`src/rtl/hdx_pkg.sv`:
```
// Shared types and field positions for the half-duplex serial port.
package hdx_pkg;

    // Direction of the shared pin as seen by the port.
    typedef enum logic {
        PH_WR = 1'b0,
        PH_RD = 1'b1
    } hdx_phase_e;

    // Burst request field of a command word.
    typedef enum logic [1:0] {
        BR_NONE   = 2'b00,
        BR_CAL_WR = 2'b01,
        BR_CAL_RD = 2'b10,
        BR_RSVD   = 2'b11
    } hdx_burst_e;

    localparam int MODE_POS  = 0;
    localparam int BURST_LSB = 1;
    localparam int CONV_POS  = 3;

endpackage

```
`src/rtl/hdx_sync.sv`:
```
// Multi-stage synchronizer for a bundle of asynchronous single-bit inputs.
// Assumes each bit is independent; no cross-bit coherence is promised.
module hdx_sync #(
    parameter int             W       = 3,
    parameter int             STAGES  = 2,
    parameter logic [W-1:0]   RST_VAL = '0
) (
    input  logic         clk,
    input  logic         rst_n,
    input  logic [W-1:0] d,
    output logic [W-1:0] q
);
    logic [W-1:0] stg [STAGES];

    // Shift the inputs through the synchronizer chain.
    always_ff @(posedge clk) begin
        if (!rst_n) begin
            for (int s = 0; s < STAGES; s++) stg[s] <= RST_VAL;
        end else begin
            stg[0] <= d;
            for (int s = 1; s < STAGES; s++) stg[s] <= stg[s-1];
        end
    end

    assign q = stg[STAGES-1];
endmodule

```
`src/rtl/hdx_edge.sv`:
```
// Rising and falling edge detector for a synchronized serial clock.
// Edges are reported only while the enable (select active) is high.
module hdx_edge (
    input  logic clk,
    input  logic rst_n,
    input  logic lvl,
    input  logic en,
    output logic rise,
    output logic fall
);
    logic prev;

    // Remember the previous level so that transitions can be seen.
    always_ff @(posedge clk) begin
        if (!rst_n) prev <= 1'b0;
        else        prev <= lvl;
    end

    assign rise = en &  lvl & ~prev;
    assign fall = en & ~lvl &  prev;
endmodule

```
`src/rtl/hdx_shift.sv`:
```
// Receive and transmit shift registers of the serial port.
// Receive shifts on rising edges in the write phase. Transmit loads the
// parallel read word on the first falling edge of a read word and shifts
// the word out MSB first.
module hdx_shift #(
    parameter int WORD_W = 16
) (
    input  logic              clk,
    input  logic              rst_n,
    input  logic              rise,
    input  logic              fall,
    input  logic              sdi,
    input  logic              phase_rd,
    input  logic              bit_zero,
    input  logic [WORD_W-1:0] rd_word,
    output logic [WORD_W-1:0] word_full,
    output logic              sdo
);
    logic [WORD_W-1:0] rx_sh;
    logic [WORD_W-1:0] tx_sh;

    // The word as it stands once the current input bit is appended.
    assign word_full = {rx_sh[WORD_W-2:0], sdi};

    // Collect write bits on rising edges.
    always_ff @(posedge clk) begin
        if (!rst_n)                  rx_sh <= '0;
        else if (rise && !phase_rd)  rx_sh <= word_full;
    end

    // Load or advance the read word on falling edges.
    always_ff @(posedge clk) begin
        if (!rst_n) begin
            tx_sh <= '0;
            sdo   <= 1'b0;
        end else if (fall && phase_rd) begin
            if (bit_zero) begin
                sdo   <= rd_word[WORD_W-1];
                tx_sh <= {rd_word[WORD_W-2:0], 1'b0};
            end else begin
                sdo   <= tx_sh[WORD_W-1];
                tx_sh <= {tx_sh[WORD_W-2:0], 1'b0};
            end
        end
    end
endmodule

```
`src/rtl/hdx_phase_ctl.sv`:
```
// Bit counter and phase sequencer of the serial port.
// Tracks the position within a word, the pin direction and the remaining
// words of a calibration burst. Decodes completed write words into
// strobes. Bursts are counted only on edges, so deselect cannot abort one.
module hdx_phase_ctl
    import hdx_pkg::*;
#(
    parameter int WORD_W = 16,
    parameter int LEN_W  = 3,
    localparam int CNT_W = $clog2(WORD_W)
) (
    input  logic              clk,
    input  logic              rst_n,
    input  logic              rise,
    input  logic [WORD_W-1:0] word_in,
    input  logic [LEN_W-1:0]  cal_len,
    output hdx_phase_e        phase,
    output logic [CNT_W-1:0]  bit_cnt,
    output logic [WORD_W-1:0] wr_word,
    output logic              wr_valid,
    output logic              wr_err,
    output logic              conv_start
);
    logic [LEN_W-1:0] wr_left, rd_left;
    logic [LEN_W-1:0] wr_left_n, rd_left_n;
    hdx_phase_e       phase_n;
    logic             last_bit, wdone, mode_ok, is_cmd, len_nz;
    hdx_burst_e       burst;

    assign last_bit = (bit_cnt == CNT_W'(WORD_W-1));
    assign wdone    = rise & last_bit;
    assign mode_ok  = word_in[MODE_POS];
    assign burst    = hdx_burst_e'(word_in[BURST_LSB +: 2]);
    assign is_cmd   = (wr_left == '0);
    assign len_nz   = (cal_len != '0);

    // Count bit positions; wrap at the end of every word.
    always_ff @(posedge clk) begin
        if (!rst_n)    bit_cnt <= '0;
        else if (rise) bit_cnt <= last_bit ? '0 : bit_cnt + CNT_W'(1);
    end

    // Decide the next direction and burst counts at each word end.
    always_comb begin
        phase_n   = phase;
        wr_left_n = wr_left;
        rd_left_n = rd_left;
        if (wdone) begin
            if (phase == PH_WR) begin
                if (!is_cmd) begin
                    wr_left_n = wr_left - LEN_W'(1);
                    if (wr_left == LEN_W'(1)) begin
                        phase_n   = PH_RD;
                        rd_left_n = LEN_W'(1);
                    end
                end else if (mode_ok && burst == BR_CAL_WR && len_nz) begin
                    wr_left_n = cal_len;
                end else begin
                    phase_n   = PH_RD;
                    rd_left_n = (mode_ok && burst == BR_CAL_RD && len_nz)
                                ? cal_len : LEN_W'(1);
                end
            end else begin
                rd_left_n = rd_left - LEN_W'(1);
                if (rd_left <= LEN_W'(1)) phase_n = PH_WR;
            end
        end
    end

    // Hold the phase and burst state.
    always_ff @(posedge clk) begin
        if (!rst_n) begin
            phase   <= PH_WR;
            wr_left <= '0;
            rd_left <= '0;
        end else begin
            phase   <= phase_n;
            wr_left <= wr_left_n;
            rd_left <= rd_left_n;
        end
    end

    // Issue the one-cycle strobes for a completed write word.
    always_ff @(posedge clk) begin
        if (!rst_n) begin
            wr_valid   <= 1'b0;
            wr_err     <= 1'b0;
            conv_start <= 1'b0;
            wr_word    <= '0;
        end else begin
            wr_valid   <= wdone && phase == PH_WR &&  mode_ok;
            wr_err     <= wdone && phase == PH_WR && !mode_ok;
            conv_start <= wdone && phase == PH_WR && mode_ok && is_cmd
                          && word_in[CONV_POS];
            if (wdone && phase == PH_WR && mode_ok) wr_word <= word_in;
        end
    end
endmodule

```
`src/rtl/hdx_serial_port.sv`:
```
// Device-side half-duplex serial port on one shared data pin.
// Assumes clk runs at least 4x the serial clock; all serial inputs are
// asynchronous and synchronized here. Pin delays are whole clk cycles.
module hdx_serial_port
    import hdx_pkg::*;
#(
    parameter int WORD_W      = 16,
    parameter int LEN_W       = 3,
    parameter int SYNC_STAGES = 2
) (
    input  logic              clk,
    input  logic              rst_n,
    input  logic              sclk_in,
    input  logic              sel_n_in,
    input  logic              sdi_in,
    input  logic [LEN_W-1:0]  cal_len,
    input  logic [WORD_W-1:0] rd_word,
    output logic              sdo,
    output logic              sdo_oe,
    output logic [WORD_W-1:0] wr_word,
    output logic              wr_valid,
    output logic              wr_err,
    output logic              conv_start
);
    localparam int CNT_W = $clog2(WORD_W);

    logic [2:0]       sync_q;
    logic             sclk_s, sel_low, sdi_s;
    logic             rise_ev, fall_ev;
    hdx_phase_e       phase;
    logic [CNT_W-1:0] bit_cnt;
    logic [WORD_W-1:0] word_full;

    hdx_sync #(.W(3), .STAGES(SYNC_STAGES), .RST_VAL(3'b010)) i_sync (
        .clk(clk), .rst_n(rst_n),
        .d({sdi_in, sel_n_in, sclk_in}), .q(sync_q)
    );

    assign sclk_s  =  sync_q[0];
    assign sel_low = ~sync_q[1];
    assign sdi_s   =  sync_q[2];

    hdx_edge i_edge (
        .clk(clk), .rst_n(rst_n), .lvl(sclk_s), .en(sel_low),
        .rise(rise_ev), .fall(fall_ev)
    );

    hdx_phase_ctl #(.WORD_W(WORD_W), .LEN_W(LEN_W)) i_ctl (
        .clk(clk), .rst_n(rst_n), .rise(rise_ev), .word_in(word_full),
        .cal_len(cal_len), .phase(phase), .bit_cnt(bit_cnt),
        .wr_word(wr_word), .wr_valid(wr_valid), .wr_err(wr_err),
        .conv_start(conv_start)
    );

    hdx_shift #(.WORD_W(WORD_W)) i_shift (
        .clk(clk), .rst_n(rst_n), .rise(rise_ev), .fall(fall_ev),
        .sdi(sdi_s), .phase_rd(phase == PH_RD), .bit_zero(bit_cnt == '0),
        .rd_word(rd_word), .word_full(word_full), .sdo(sdo)
    );

    // Drive the pin only in the read phase while selected.
    always_ff @(posedge clk) begin
        if (!rst_n) sdo_oe <= 1'b0;
        else        sdo_oe <= (phase == PH_RD) && sel_low;
    end
endmodule

```
`config.mk`:
```
export PLATFORM = sky130hd
export DESIGN_NAME = hdx_serial_port
export DESIGN_NICKNAME = d
export VERILOG_FILES = /design/src/rtl/hdx_pkg.sv /design/src/rtl/hdx_sync.sv /design/src/rtl/hdx_edge.sv /design/src/rtl/hdx_shift.sv /design/src/rtl/hdx_phase_ctl.sv /design/src/rtl/hdx_serial_port.sv
export SDC_FILE = /design/constraint.sdc
export NUM_CORES = 1
export LEC_CHECK = 0
export BUFFER_PORTS_ARGS = -buffer_cell sky130_fd_sc_hd__buf_2
export CORE_ASPECT_RATIO = 1.4
export CORE_MARGIN = 5
export CORE_UTILIZATION = 45
export CTS_BUF_LIST = sky130_fd_sc_hd__clkbuf_8 sky130_fd_sc_hd__clkbuf_16
export DETAILED_ROUTE_END_ITERATION = 7
export HOLD_SLACK_MARGIN = 0.05
export PLACE_DENSITY = 0.67
export SYNTH_ARGS = -nofsm -noshare
export SYNTH_HDL_FRONTEND = slang
export SYNTH_SLANG_ARGS = --single-unit
```
`constraint.sdc`:
```
create_clock -name clk -period 4.7 [get_ports clk]
set_input_delay 0.94 -clock clk [delete_from_list [all_inputs] [get_ports clk]]
set_output_delay 0.94 -clock clk [all_outputs]
set_load 0.01 [all_outputs]
```
## After elaboration in Yosys (flattened, before gate mapping)

Memories as Yosys holds them, arrays and structs flattened.
Cells that the tools add are included.

| operators by class | value |
|---|---|
| reduce and logical (&&, ||, !) cells | 20 |
| bitwise gates (word level) | 11 |
| order comparisons | 1 |
| add/sub/neg operators | 3 |
| equal/unequal tests | 6 |
| multiplexer cells | 19 |

Operators by type and width:

| kind | number |
|---|---|
| 3-bit two-way mux | 9 |
| 16-bit two-way mux | 1 |
| 1-bit logical AND | 12 |
| 1-bit two-way mux | 8 |
| 3-bit AND reduction | 2 |
| 3-bit nonzero test | 2 |
| 3-bit by 1-bit subtractor with 3-bit output, second input constant | 2 |
| 1-bit AND | 5 |
| 4-bit by 1-bit adder with 4-bit output, second input constant | 1 |
| 4-bit equality test, second input constant | 1 |
| 4-bit zero test | 1 |
| 4-bit two-way mux | 1 |
| 1-bit NOT | 4 |
| 3-bit by 1-bit equality test with 1-bit output, second input constant | 1 |
| 3-bit by 1-bit <= comparator with 1-bit output, second input constant | 1 |
| 3-bit zero test | 1 |
| 3-bit by 2-bit inequality test with 1-bit output, second input constant | 1 |
| 2-bit by 1-bit equality test with 1-bit output, second input constant | 1 |
| 2-bit equality test, second input constant | 1 |
| 1-bit zero test | 2 |
| 2-bit inequality test, second input constant | 1 |
| 1-bit bitwise OR | 2 |

| storage, ports and cells | value |
|---|---|
| logic and storage cells | 74 |
| register bits after elaboration | 64 |
| input bits | 24 |
| memories kept | 1 |
| output and inout bits | 21 |
| bits in writable memories | 6 |

Memories:

| memory | words | width | read ports | clocked after Yosys merged registers in | wr ports | RTL line | RTL |
|---|---|---|---|---|---|---|---|
| i_sync.stg | 2 | 3 | 2 | 0 | 2 | hdx_sync.sv:13 | `logic [W-1:0] stg [STAGES];` |

## Logic depth before layout (Yosys ltp)

Gate-level depths: netlist of run 1.

| depth | value |
|---|---|
| word-level depth | 8 |
| depth in mapped cells | 7 |
| depth with buffers taken out | 6 |

## Modules after synthesis

A second synthesis of run 1 with hierarchy kept.

| unflattened totals | value |
|---|---|
| cell total of the unflattened synthesis | 325 |
| area total of the unflattened synthesis | 2981.6 µm² |

By module, submodules not included:

| module | cells an instance | area an instance (µm²) | instances | seq. area each (µm²) |
|---|---|---|---|---|
| hdx_phase_ctl | 163 | 1423.9 | 1 | 600.6 |
| hdx_shift | 139 | 1287.5 | 1 | 620.6 |
| hdx_sync | 15 | 180.2 | 1 | 120.1 |
| hdx_edge | 4 | 45.0 | 1 | 20.0 |
| hdx_serial_port | 4 | 45.0 | 1 | 20.0 |

## Worst setup path after synthesis of run 1

OpenSTA, ideal clock, no wires.

| path | value |
|---|---|
| path type | flip-flop to flip-flop |
| start point | memory i_sync.stg[1][1] (netlist: i_sync.stg[0][4]) |
| end point | register i_ctl.wr_left[0] |
| arrival time | 1.744 ns |
| clock period less this slack | 1.864 ns |
| path slack | 2.836 ns |
| required time | 4.580 ns |
| buffers on the path | 2 |
| setup time | 0.120 ns |
| cell stages (with the launch flop) | 7 |
| cell sequence | dfxtp_1 -> or3b_1 -> buf_2 -> or3_1 -> buf_2 -> o21a_1 -> o31a_1 |

RTL lines:

| item | RTL line | RTL |
|---|---|---|
| start: declaration | hdx_sync.sv:13 |  |
| end signal: assignment | hdx_phase_ctl.sv:78 | `wr_left <= wr_left_n;` |
| end: declaration | hdx_phase_ctl.sv:24 | `logic [LEN_W-1:0] wr_left, rd_left;` |

==> impl_metrics.toml, run 1 <==
[outcome]
status = "finished, final reports clean"

[layout]
stdcell_area_sq_um = 3250
layout.nets = 374
syn_to_final_growth_pct = 15.6
drive_above_1_share = 0.195
fillers = 603
antenna_cells = 0
final_util = 0.526
final_cells = 420

[yosys]
synthCells = 304
yosys.area.top_type = "dfxtp_1"
synth-edff-count = 0
yosysMostFrequentCell = "dfxtp_1"
synthArstFlopShare = 0
avgSynthCellArea_sq_um = 9.24
synth.top_cell.area_share = 0.492
netlist_area_sq_um = 2810
ys_seq_elements = 69
yosysUniqueCellTypes = 41
yosysSeqAreaShare = 0.492
ys_warn_count = 0
synthFlopType = "dfxtp_1"
yosys-top-cells-count = "69 x dfxtp_1, 41 x nand2_1, 36 x nor2_1, 32 x mux2i_1, 21 x a21oi_1"
synth_area_leaders = "dfxtp_1 49%, mux2i_1 11%, nand2_1 5.5%"
synth_nets = 335

[flow_run]
max_cap_viol_count = 0

[grt]
grt_pass1_wl_microns = 9140
grt_max_degree = 55
grtUsageTotal = 0.142
antenna_found_initial = 0
grt-ovfl-total = 0
grt_pass1_vias = 2019

[die]
design.core.area_sq_um = 6170
fp.dieH_microns = 103
die_area_sq_um = 7940
rows = 34
die_w_microns = 76.8
initial_utilization = 0.455
ios = 45

[clock_tree]
post_cts_resized = 0
clk_pin_slew_ns = 0.07
ctsHoldBuffers = 0
cts.sinks = 69
cts_buffers = 9
clockRootBuffer = "clkbuf_8"
ctsHtreeMaxLevel = 3
cts.path.max_buffers = 2
clk-insertion-delay-late_ns = 0.34
cts_tree = "built"
cts_setup_buffers = 0

[routing]
drc_errors = 0
routed_wl_microns = 5400
firstDrtPassIters = 4
routedWlPerCell_microns = 12.9
viasPerCell = 5.22
vias = 2192
drtIter0Drc = 109
ant_nets = 0

[power]
total_power_mw = 1.05
cellPowerDensity_nw_per_um2 = 325
ir_worst_vdd_uv = 167
p_leak_nw = 1.33

[place]
place.gp.congestion = 0.762
hpwlAfterDp_microns = 3540
place_inst = 404
io_buffers = 44
dpl-instance-area_sq_um = 3070
place_ws_ns = 2.33

[critical_path]
crit_slowest_cell = "nor3_4"
path_class = "reg2reg"
crit_fanout = 16
crit_chain = "or3b_1 > nor3_4 > mux2i_1 > nor2_1"
cp-end-kind = "register"
critPathRequiredTime_ns = 4.90
reg2reg_from = "i_sync.stg[0][3]"
reg2reg_slack_ns = 2.54
reg2regPathDepth = 4
cpPeakStageDelay_ns = 0.82
cp_data_arrival_time_ns = 2.35
start_kind = "register"
critical_path.reg2reg.endpoint = "i_ctl.wr_word[5]"

[timing]
hold_ws_ns = 0.410
relSlewSlack = 0.353
fin_crit_ns = 2.16
fmax_mhz = 464
setup_ws_ns = 2.54
min_period_over_period = 0.459
hold_viol_final = 0
slew_violations = 0
worst_slew_pin_slew_ns = 0.967
setup_tns_ns = 0
grt_setup_unrepaired = "false"
setup_viol = 0
fin_skew_ns = 0.00812

[hold_path]
holdPathStages = 1
hold_class = "reg2reg"
hold_end = "i_sync.stg[0][4]"
hp-start = "i_sync.stg[0][1]"
per-layer routing:
metal | track usage | wire (microns) | vias up | share of wire
met5 | 0 | 0 | - | 0
met4 | 0.0848 | 140 | 0 | 0.026
met3 | 0.0338 | 248 | 11 | 0.046
met2 | 0.233 | 2640 | 45 | 0.49
met1 | 0.170 | 2370 | 1006 | 0.44
li1 | - | - | 1130 | -
power by group:
group          switching (mW)  internal [mW]  total (mW)  leakage, nW
combinational          0.0183         0.0134      0.0317        0.679
clock                   0.219          0.216       0.434       0.0963
sequential            0.00156          0.587       0.589        0.557
worst max path at each step:
stage	start	slack, ns	end	cells after the start
after floorplan	i_sync.stg[0][4]	2.84	i_ctl.wr_left[0]	6
after global routing	i_sync.stg[0][3]	2.37	i_ctl.wr_word[5]	4
after CTS	i_sync.stg[0][3]	2.49	i_ctl.wr_word[5]	4
after detailed placement	rst_n	2.33	i_ctl.conv_start	4
final	i_sync.stg[0][3]	2.54	i_ctl.wr_word[5]	4
after global placement	rst_n	2.37	i_ctl.conv_start	4
state kept, by name, indices dropped and copies added, names as in the netlist, 3 cells and up:
signal / cells
i_ctl.bit_cnt: 4
i_ctl.rd_left: 3
i_ctl.wr_left: 3
i_ctl.wr_word: 16
i_shift.rx_sh: 15
i_shift.tx_sh: 15
i_sync.stg: 6
placed cells by master (no fill, tap or decap), types with 2 or more instances in the layout:
master / netlist / final
nand2b_1: 4 / 4
a21oi_1: 21 / 21
and2_1: 6 / 6
xnor2_1: 2 / 2
clkinv_2: 0 / 3
clkbuf_8: 0 / 11
inv_1: 9 / 10
ha_1: 7 / 7
o21a_1: 2 / 2
a32oi_1: 2 / 2
nor2_1: 36 / 36
buf_2: 4 / 44
mux2i_1: 32 / 32
nor3_1: 8 / 8
or3_1: 2 / 2
nand3_1: 2 / 2
o21ai_0: 4 / 4
o31a_1: 2 / 2
buf_4: 1 / 2
nand2_1: 41 / 41
dfxtp_1: 69 / 69
a211oi_1: 16 / 16
area by class of cell:
class | count | area [sq um] | share of cell area
clock inverter | 5 | 26.3 | 0.00809
sequential | 69 | 1380 | 0.425
timing repair buffer | 46 | 235 | 0.0724
inverter | 10 | 37.5 | 0.0116
tap | 72 | 90.1 | 0.0277
multi-input combinational | 207 | 1330 | 0.408
clock buffer | 11 | 151 | 0.0466
kinds of logic (layout without fill, tap and decap cells):
kind of cell	Yosys count	after routing	synth area share
AOI/OAI and AO/OA	55	55	0.133
buffers and inverters	28	72	0.0405
DFF	69	69	0.492
xor gates and xnor gates	3	3	0.00936
muxes	32	32	0.114
adders and majority gates	7	7	0.0312
and+or+nand+nor	110	110	0.180
critical path: cells and delay by family, from the launching register on:
kind          cells  cell delay (ns)
mux               1             0.27
simple gates      3             1.37
flops             1             0.37
Note: power is estimated with default switching activity, not from simulation.
==> run 2, diff against run 1 <==
==> constraint.sdc (replaced) <==
create_clock -name clk -period 2 [get_ports clk]
set_input_delay 0.4 -clock clk [delete_from_list [all_inputs] [get_ports clk]]
set_output_delay 0.4 -clock clk [all_outputs]
set_load 0.01 [all_outputs]
==> run 2 against run 1 <==
Compared with the run above: critical path depth stayed put; register-to-register slack worse by 2.4 ns; largest cell class unchanged; hold slack worse by 0.16 ns; clock skew down 0.0027 ns; wire length is 1.1% lower; first-iteration DRC count increased by 13%; utilization rose by 1.4 points; sequential power is 130% higher; largest power group unchanged.
==> impl_metrics.toml, run 2 (same netlist as run 1, synthesis figures left out) <==
[layout]
layout_common_cells = "68 x dfxtp_1, 44 x buf_2, 41 x nand2_1"
regMostFlops = "i_ctl.wr_word"
layout.nets = 383
syn_to_final_growth_pct = 18.6
antenna_cells = 0
layout_commonest_cell = "dfxtp_1"
reg_top3 = "i_ctl.wr_word: 16 flops, i_shift.rx_sh: 15 flops, i_shift.tx_sh: 15 flops"
final_util = 0.540
largest_register_ffs = 16
drive_above_1_share = 0.211

[timing]
grt_setup_unrepaired = "false"
setup_viol = 0
fmax_mhz = 539
worst_slew_pin_slew_ns = 0.539
fin_skew_ns = 0.00546
slew_violations = 0
setup_tns_ns = 0
relSlewSlack = 0.636
min_period_over_period = 0.928
fin_crit_ns = 1.86
hold_viol_final = 0

[routing]
ant_nets = 0
drc_errors = 0
drtIter0Drc = 123
viasPerCell = 5.17
routedWlPerCell_microns = 12.5
routed_wl_microns = 5340
firstDrtPassIters = 4
vias = 2207

[critical_path]
path_class = "reg2reg"
reg2reg_slack_ns = 0.14
cpPeakStageDelay_ns = 0.48
reg2regPathDepth = 4
endpoint = "i_ctl.wr_left[0]"
worstPathBufferInverterCount = 0
cp-end-kind = "register"
crit_chain = "or3b_1 > or3_1 > o21a_1 > o31a_1"
path_depth = 4
crit_fanout = 8
reg2reg_from = "i_sync.stg[0][3]"
critPathLaunch = "i_sync.stg[0][3]"
start_kind = "register"
critPathRequiredTime_ns = 2.22
critical_path.reg2reg.endpoint = "i_ctl.wr_left[0]"
crit_slowest_cell = "or3_1"
crit_family = "simple AND/OR/NAND/NOR gates"
cp_data_arrival_time_ns = 2.07

[die]
ios = 45
fp.dieH_microns = 103
rows = 34
die_w_microns = 76.8
initial_utilization = 0.455
die_area_sq_um = 7940
design.core.area_sq_um = 6170

[clock_tree]
cts_buffers = 9
clockRootBuffer = "clkbuf_8"
ctsHtreeMaxLevel = 3
ctsHoldBuffers = 0
clk-insertion-delay-late_ns = 0.33
cts.path.max_buffers = 2
cts_tree = "built"
clk_pin_slew_ns = 0.06
cts.sinks = 69

[power]
ir_worst_vdd_uv = 410
p_leak_nw = 1.38
cellPowerDensity_nw_per_um2 = 752

[grt]
grt_max_degree = 33
grt_pass1_wl_microns = 9500
grtUsageTotal = 0.148
grt_pass1_vias = 2174
antenna_found_initial = 0
grt-ovfl-total = 0

[hold_path]
hold_class = "in2reg"
hp-start = "sel_n_in"

[flow_run]
max_cap_viol_count = 0

[place]
place.gp.congestion = 0.823
io_buffers = 44
hpwlAfterDp_microns = 3740

[outcome]
status = "finished, final reports clean"
run 2: final cells by class:
class | instances | area [sq um]
tap | 72 | 90.1
clock inverter | 4 | 42.5
clock buffer | 10 | 138
sequential | 69 | 1380
fill | 585 | 2840
timing repair buffer | 55 | 315
multi-input combinational | 207 | 1330
inverter | 10 | 37.5
run 2: worst min-delay path by stage:
stage	endpoint	slack (ns)	depth (start not counted)
after detailed placement	i_sync.stg[0][4]	0.41	1
final	i_sync.stg[0][1]	0.25	2
after global placement	i_sync.stg[0][4]	0.40	1
after floorplan	i_sync.stg[0][4]	0.39	1
after CTS	i_sync.stg[0][1]	0.24	2
after global routing	i_sync.stg[0][1]	0.25	2
run 2: worst register-to-register path, stage by stage (launching register included):
cell	delay (ns)
dfxtp_1	0.38
or3b_1	0.37
or3_1	0.48
o21a_1	0.23
o31a_1	0.28
run 2: power by group:
group	internal [mW]	switching [mW]
clock	0.585	0.456
combinational	0.0347	0.0442
sequential	1.38	0.00420
total	2.00	0.504
run 2: metal layers:
| metal | wire, microns | share of wire | up-vias | GRT usage |
|---|---|---|---|---|
| met5 | 0 | 0 | - | 0 |
| met2 | 2700 | 0.50 | 36 | 0.267 |
| li1 | - | - | 1144 | - |
| met1 | 2310 | 0.43 | 1014 | 0.158 |
| met3 | 205 | 0.038 | 13 | 0.0373 |
| met4 | 131 | 0.025 | 0 | 0.0781 |
run 2: per-stage QoR:
stage / worst slack, ns / cells / hold slack [ns] / area (sq um) / total power, mW
finish: 0.144 / 427 / 0.251 / 3330 / 2.50
global route: 0.0526 / 427 / 0.248 / 3330 / 2.61
CTS: 0.125 / 427 / 0.236 / 3330 / 2.54
detailed placement: 0.149 / 413 / 0.405 / 3150 / 1.49
global placement: 0.186 / 413 / 0.404 / 3150 / 1.49
floorplan: 0.136 / 304 / 0.386 / 2810 / 1.46
run 2: what timing repair did:
action                                  4_1_cts  5_1_grt
gates resized for setup                       0        1
buffers inserted                              0        0
endpoints found under the setup margin        0        5
